File: src/rtl/poh_pkg.sv
package poh_pkg;
  localparam int unsigned ADDR_W    = 3;
  localparam logic [ADDR_W-1:0] ADDR_SEL = 3'd0;
  localparam logic [ADDR_W-1:0] ADDR_VAL0 = 3'd1;
  localparam int unsigned CLKS_PER_BIT = 2;
endpackage

File: src/rtl/poh_regs.sv
module poh_regs #(
  parameter int unsigned BYTE_W  = 8,
  parameter int unsigned NUM_SEL = 4
) (
  input  logic                       clk,
  input  logic                       rst,
  input  logic                       wr_en,
  input  logic [poh_pkg::ADDR_W-1:0] wr_addr,
  input  logic [BYTE_W-1:0]          wr_data,
  input  logic                       load,
  output logic [NUM_SEL-1:0]         fr_sel,
  output logic [NUM_SEL*BYTE_W-1:0]  fr_val
);
  import poh_pkg::*;

  logic [NUM_SEL-1:0]        wk_sel;
  logic [NUM_SEL*BYTE_W-1:0] wk_val;

  // select bits: data bit (NUM_SEL-1-i) governs selectable slot i
  always_ff @(posedge clk) begin
    if (rst) begin
      wk_sel <= '0;
    end else if (wr_en && wr_addr == ADDR_SEL) begin
      for (int i = 0; i < NUM_SEL; i++) wk_sel[i] <= wr_data[NUM_SEL-1-i];
    end
  end

  for (genvar g = 0; g < NUM_SEL; g++) begin : g_val
    always_ff @(posedge clk) begin
      if (rst) begin
        wk_val[g*BYTE_W +: BYTE_W] <= '0;
      end else if (wr_en && wr_addr == ADDR_VAL0 + ADDR_W'(g)) begin
        wk_val[g*BYTE_W +: BYTE_W] <= wr_data;
      end
    end
  end

  always_ff @(posedge clk) begin
    if (rst) begin
      fr_sel <= '0;
      fr_val <= '0;
    end else if (load) begin
      fr_sel <= wk_sel;
      fr_val <= wk_val;
    end
  end
endmodule

File: src/rtl/poh_timing.sv
module poh_timing #(
  parameter int unsigned BYTE_W    = 8,
  parameter int unsigned NUM_SLOTS = 9,
  localparam int unsigned SLOT_W   = $clog2(NUM_SLOTS),
  localparam int unsigned BIT_W    = $clog2(BYTE_W)
) (
  input  logic              clk,
  input  logic              rst,
  input  logic              sof,
  output logic              load,
  output logic              rise,
  output logic              byte_done,
  output logic [SLOT_W-1:0] slot,
  output logic              poh_clk,
  output logic              poh_en,
  output logic              poh_frm
);
  logic             active;
  logic             ph;
  logic [BIT_W-1:0] bit_cnt;

  assign load      = sof && !active;
  assign rise      = active && !ph;
  assign byte_done = active && ph && (bit_cnt == BIT_W'(BYTE_W-1));

  always_ff @(posedge clk) begin
    if (rst) begin
      active  <= 1'b0;
      ph      <= 1'b0;
      bit_cnt <= '0;
      slot    <= '0;
      poh_clk <= 1'b0;
      poh_en  <= 1'b0;
      poh_frm <= 1'b0;
    end else if (load) begin
      active  <= 1'b1;
      ph      <= 1'b0;
      bit_cnt <= '0;
      slot    <= '0;
      poh_clk <= 1'b0;
      poh_en  <= 1'b1;
      poh_frm <= 1'b1;
    end else if (active) begin
      ph      <= !ph;
      poh_clk <= !ph;
      if (ph) begin
        poh_frm <= 1'b0;
        bit_cnt <= bit_cnt + 1'b1;
        if (bit_cnt == BIT_W'(BYTE_W-1)) begin
          bit_cnt <= '0;
          if (slot == SLOT_W'(NUM_SLOTS-1)) begin
            active  <= 1'b0;
            poh_en  <= 1'b0;
            poh_clk <= 1'b0;
            slot    <= '0;
          end else begin
            slot <= slot + 1'b1;
          end
        end
      end
    end
  end


  frm_in_en_chk: assert property (@(posedge clk) disable iff (rst)
    poh_frm |-> poh_en);


  clk_toggle_chk: assert property (@(posedge clk) disable iff (rst)
    (poh_en && $past(poh_en)) |-> (poh_clk != $past(poh_clk)));
endmodule

File: src/rtl/poh_capture.sv
module poh_capture #(
  parameter int unsigned BYTE_W    = 8,
  parameter int unsigned NUM_SLOTS = 9,
  parameter int unsigned FIRST_SEL = 5,
  localparam int unsigned NUM_SEL  = NUM_SLOTS - FIRST_SEL,
  localparam int unsigned SLOT_W   = $clog2(NUM_SLOTS)
) (
  input  logic                      clk,
  input  logic                      rst,
  input  logic                      rise,
  input  logic                      din,
  input  logic                      byte_done,
  input  logic [SLOT_W-1:0]         slot,
  input  logic [NUM_SEL-1:0]        fr_sel,
  input  logic [NUM_SEL*BYTE_W-1:0] fr_val,
  output logic                      out_valid,
  output logic [SLOT_W-1:0]         out_idx,
  output logic [BYTE_W-1:0]         out_byte
);
  logic [BYTE_W-1:0] stage;
  logic [BYTE_W-1:0] pick;

  always_ff @(posedge clk) begin
    if (rst) stage <= '0;
    else if (rise) stage <= {stage[BYTE_W-2:0], din};
  end

  always_comb begin
    pick = '0;
    for (int i = 0; i < NUM_SEL; i++) begin
      if (slot == SLOT_W'(FIRST_SEL + i))
        pick = fr_sel[i] ? stage : fr_val[i*BYTE_W +: BYTE_W];
    end
  end

  always_ff @(posedge clk) begin
    if (rst) begin
      out_valid <= 1'b0;
      out_idx   <= '0;
      out_byte  <= '0;
    end else begin
      out_valid <= byte_done;
      if (byte_done) begin
        out_idx  <= slot;
        out_byte <= pick;
      end
    end
  end


  valid_pulse_chk: assert property (@(posedge clk) disable iff (rst)
    out_valid |=> !out_valid);


  idx_range_chk: assert property (@(posedge clk) disable iff (rst)
    out_valid |-> (out_idx < SLOT_W'(NUM_SLOTS)));
endmodule

File: src/rtl/poh_ins_sel.sv
module poh_ins_sel #(
  parameter int unsigned BYTE_W    = 8,
  parameter int unsigned NUM_SLOTS = 9,
  parameter int unsigned FIRST_SEL = 5,
  localparam int unsigned NUM_SEL  = NUM_SLOTS - FIRST_SEL,
  localparam int unsigned SLOT_W   = $clog2(NUM_SLOTS)
) (
  input  logic                       clk,
  input  logic                       rst,
  input  logic                       sof,
  input  logic                       wr_en,
  input  logic [poh_pkg::ADDR_W-1:0] wr_addr,
  input  logic [BYTE_W-1:0]          wr_data,
  input  logic                       poh_din,
  output logic                       poh_clk,
  output logic                       poh_en,
  output logic                       poh_frm,
  output logic                       oh_valid,
  output logic [SLOT_W-1:0]          oh_idx,
  output logic [BYTE_W-1:0]          oh_byte
);
  logic                      load, rise, byte_done;
  logic [SLOT_W-1:0]         slot;
  logic [NUM_SEL-1:0]        fr_sel;
  logic [NUM_SEL*BYTE_W-1:0] fr_val;

  poh_regs #(.BYTE_W(BYTE_W), .NUM_SEL(NUM_SEL)) i_regs (
    .clk(clk), .rst(rst), .wr_en(wr_en), .wr_addr(wr_addr), .wr_data(wr_data),
    .load(load), .fr_sel(fr_sel), .fr_val(fr_val));

  poh_timing #(.BYTE_W(BYTE_W), .NUM_SLOTS(NUM_SLOTS)) i_timing (
    .clk(clk), .rst(rst), .sof(sof), .load(load), .rise(rise),
    .byte_done(byte_done), .slot(slot), .poh_clk(poh_clk),
    .poh_en(poh_en), .poh_frm(poh_frm));

  poh_capture #(.BYTE_W(BYTE_W), .NUM_SLOTS(NUM_SLOTS), .FIRST_SEL(FIRST_SEL)) i_cap (
    .clk(clk), .rst(rst), .rise(rise), .din(poh_din), .byte_done(byte_done),
    .slot(slot), .fr_sel(fr_sel), .fr_val(fr_val), .out_valid(oh_valid),
    .out_idx(oh_idx), .out_byte(oh_byte));


  valid_in_seq_chk: assert property (@(posedge clk) disable iff (rst)
    oh_valid |-> $past(poh_en));
endmodule

File: config.mk
export PLATFORM = sky130hd
export DESIGN_NAME = poh_ins_sel
export DESIGN_NICKNAME = d
export VERILOG_FILES = /design/src/rtl/poh_pkg.sv /design/src/rtl/poh_regs.sv /design/src/rtl/poh_timing.sv /design/src/rtl/poh_capture.sv /design/src/rtl/poh_ins_sel.sv
export SDC_FILE = /design/constraint.sdc
export NUM_CORES = 1
export LEC_CHECK = 0
export BUFFER_PORTS_ARGS = -buffer_cell sky130_fd_sc_hd__clkbuf_2
export CAP_MARGIN = 20
export CORE_MARGIN = 2
export CORE_UTILIZATION = 25
export CTS_CLUSTER_DIAMETER = 40
export DETAILED_ROUTE_END_ITERATION = 12
export MAX_ROUTING_LAYER = met4
export PLACE_DENSITY = 0.38
export SLEW_MARGIN = 5
export SYNTH_ARGS = -nofsm -noshare
export SYNTH_HDL_FRONTEND = slang
export SYNTH_SLANG_ARGS = --single-unit
File: constraint.sdc
create_clock -name clk -period 2.1 [get_ports clk]
set_input_delay 0.21 -clock clk [delete_from_list [all_inputs] [get_ports clk]]
set_output_delay 0.21 -clock clk [all_outputs]
set_load 0.02 [all_outputs]
==> reports/metrics.cfg <==
[setup_path]
crit_type = reg2reg
cpPeakStageDelay_ns = 0.47
reg2reg_depth = 6
crit_family = simple AND/OR/NAND/NOR gates
crit_fanout = 8
timing.critical_path.depth = 6
cp_data_arrival_time_ns = 2.14
endpoint = i_cap.out_byte[2]
r2r_end = i_cap.out_byte[2]
path_cells = inv_1, ha_1, nand4bb_1, o22ai_1, nor2_1, o32ai_1
worstSetupStartpointType = flip-flop
r2r_slack_ns = 0.22
critPathCaptureType = flip-flop
slowest_stage = nand4bb_1
crit_buf_inv = 1
crit-reg2reg-launch = i_timing.slot[0]
startpoint = i_timing.slot[0]
worst_ep_required_time_ns = 2.36

[synthesis]
synth_fp_nets = 464
ys_ff_latch = 105
ys_seq_area_frac = 0.497
synth_area_leader_cell = dfxtp_1
synth_top_flop_cell = dfxtp_1
yosys-top-cells-area = dfxtp_1, a22o_1, nand2_1
synth_edf_count = 0
synth_cells = 442
syn_area_um2 = 4230
ys.warnings.count = 0
ys_types = 45
synth.avg_cell_area_um2 = 9.56
async_reset_ff_frac = 0
synth_top_area_share = 0.497

[detailed_routing]
drt-total-wl_um = 11700
wl_per_cell_um = 17.1
drt_iter0_markers = 178
avgViaCountPerCell = 4.71
drtPass1Iterations = 6
ant_nets = 0
drcViolationCount = 0
via_count = 3226

[die]
initial_core_util = 0.256
fp.coreArea_um2 = 16500
fp.dieW_um = 134
io_pins = 32
rows = 47
die_y_um = 134
die_area_um2 = 18000

[power_and_ir_drop]
p_int_w = 0.00303
p_sw_frac = 0.245
peakVddDrop_mv = 0.464
cellLeakagePower_nw = 1.68
p_switching_w = 0.000981
p_per_area_nw_per_um2 = 823
seqPwrFrac = 0.511
pwr-share-clk = 0.444
pwr-share-comb = 0.045

[sta]
rsz0062_at_grt = no
period_share = 0.897
maxSlewHeadroom = 0.405
setup_slack_ns = 0.217
skew_ns = 0.00621
min_period_ns = 1.88
fmax_mhz = 531
tightest_slew_ns = 0.891
hold_viol_final = 0
tns_ns = 0
final_max_slew_viol_count = 0
setup_viol = 0

[cts]
numCtsBuffers = 9
htree_num_levels = 3
tritoncts = built
post_cts_buffers = 0
ctsResizeCount = 0
clk_pin_slew_ns = 0.07
clockBufferDepth = 2
clock_sinks = 105
clk_latency_ns = 0.35
cts_root_buf = clkbuf_16
hold_buffers = 0

[placed_design]
place_hpwl_um = 8410
dp_slack_ns = 0.258
place_area_um2 = 4560
gp_congestion = 0.842
port_buffers = 31

[layout]
layout_common_cells = dfxtp_1, nand2_1, a21oi_1, a22o_1, clkbuf_2
n_antenna_cell = 0
area_growth_pct = 15.2
drive_gt1_frac = 0.151
fin_nets = 482
fin_area_um2 = 4870
layout_commonest_cell = dfxtp_1

[global_routing]
grt_pass1_vias = 3090
overflow = 0
antenna_found_initial = 0
grt_first_pass_wirelength_um = 18300
grt.total_usage = 0.138
grt_max_degree = 45

[run]
drv_cap = 0

[worst_hold_path]
hp-class = in2reg

[run_status]
run_status = finished, final reports clean

## worst register-to-register path: cells and delay by family (launching register included)
family	cells	cell delay [ns]
flip-flops	1	0.42
adder cells (fa/ha/maj)	1	0.22
buffers and inverters	1	0.11
AO/OA/AOI/OAI	2	0.50
AND/OR/NAND/NOR	2	0.54
## per-layer routing
metal / routed length, um / share of wire / track usage / up-vias
met3: 408 / 0.035 / 0.0397 / 15
li1: - / - / - / 1622
met1: 6240 / 0.53 / 0.193 / 1528
met4: 186 / 0.016 / 0.0337 / 0
met2: 4860 / 0.42 / 0.196 / 61
met5: 0 / 0 / - / -
## synthesized netlist by cell type (3+ instances only)
cell type / count
dfxtp_1: 105
nand2_1: 82
a21oi_1: 44
a22o_1: 36
mux2i_1: 28
nor2_1: 24
buf_2: 13
clkbuf_1: 11
a211oi_1: 8
a22oi_1: 8
mux2_2: 8
nor2b_1: 8
o22ai_1: 8
o32ai_1: 8
ha_1: 6
buf_4: 4
and3_1: 3
and3b_1: 3
nand3_1: 3
nand3b_1: 3
## kinds of logic (layout without fill, tap and decap cells)
group	after synthesis	after routing	share of synthesized area
and+or+nand+nor	142	142	0.160
AOI/OAI and AO/OA	118	118	0.196
DFF	105	105	0.497
muxes	36	36	0.0877
buffers and inverters	33	56	0.0370
adders and majority gates	6	6	0.0178
xor gates and xnor gates	2	2	0.00415
## flip-flops by register name (all words and copies together), names as in the netlist
signal,flops
i_regs.fr_val,32
i_regs.wk_val,32
i_cap.out_byte,8
i_cap.stage,8
i_cap.out_idx,4
i_regs.fr_sel,4
i_regs.wk_sel,4
i_timing.slot,4
i_timing.bit_cnt,3
i_cap.out_valid,1
i_timing.active,1
i_timing.ph,1
i_timing.poh_clk,1
i_timing.poh_en,1
i_timing.poh_frm,1
## stage by stage
step | std cells | hold slack (ns) | utilization | power [W]
CTS | 685 | 0.0818 | 0.294 | 0.00407
detailed placement | 669 | 0.450 | 0.276 | 0.00228
global route | 685 | 0.103 | 0.294 | 0.00416
finish | 685 | 0.0878 | 0.294 | 0.00401
global placement | 669 | 0.443 | 0.276 | 0.00228
floorplan | 442 | 0.320 | - | 0.00221
## power groups by stage
| stage | Clock, W | Sequential, W | Combinational (W) |
|---|---|---|---|
| 2_1_floorplan | 0 | 0.00209 | 0.000119 |
| 3_3_place_gp | 0 | 0.00210 | 0.000182 |
| 3_5_place_dp | 0 | 0.00210 | 0.000183 |
| 4_1_cts | 0.00184 | 0.00205 | 0.000183 |
| 5_1_grt | 0.00191 | 0.00205 | 0.000199 |
| 6_report | 0.00178 | 0.00205 | 0.000180 |
## cell type report
cell class | count | area (um^2)
inverter | 3 | 11.3
clock inverter | 7 | 85.1
sequential | 105 | 2100
multi-input combinational | 304 | 1970
fill | 1782 | 11700
tap | 220 | 275
clock buffer | 9 | 225
timing repair buffer | 37 | 200
## worst min path at each step
stage	endpoint	depth (start not counted)	from
floorplan	i_timing.active	1	sof
global route	i_cap.stage[0]	3	poh_din
global placement	i_cap.out_idx[3]	2	i_cap.out_idx[3]
finish	i_cap.stage[0]	3	poh_din
CTS	i_cap.stage[0]	3	poh_din
detailed placement	i_regs.wk_val[25]	2	i_regs.wk_val[25]
Power figures use the tool's default switching activity.
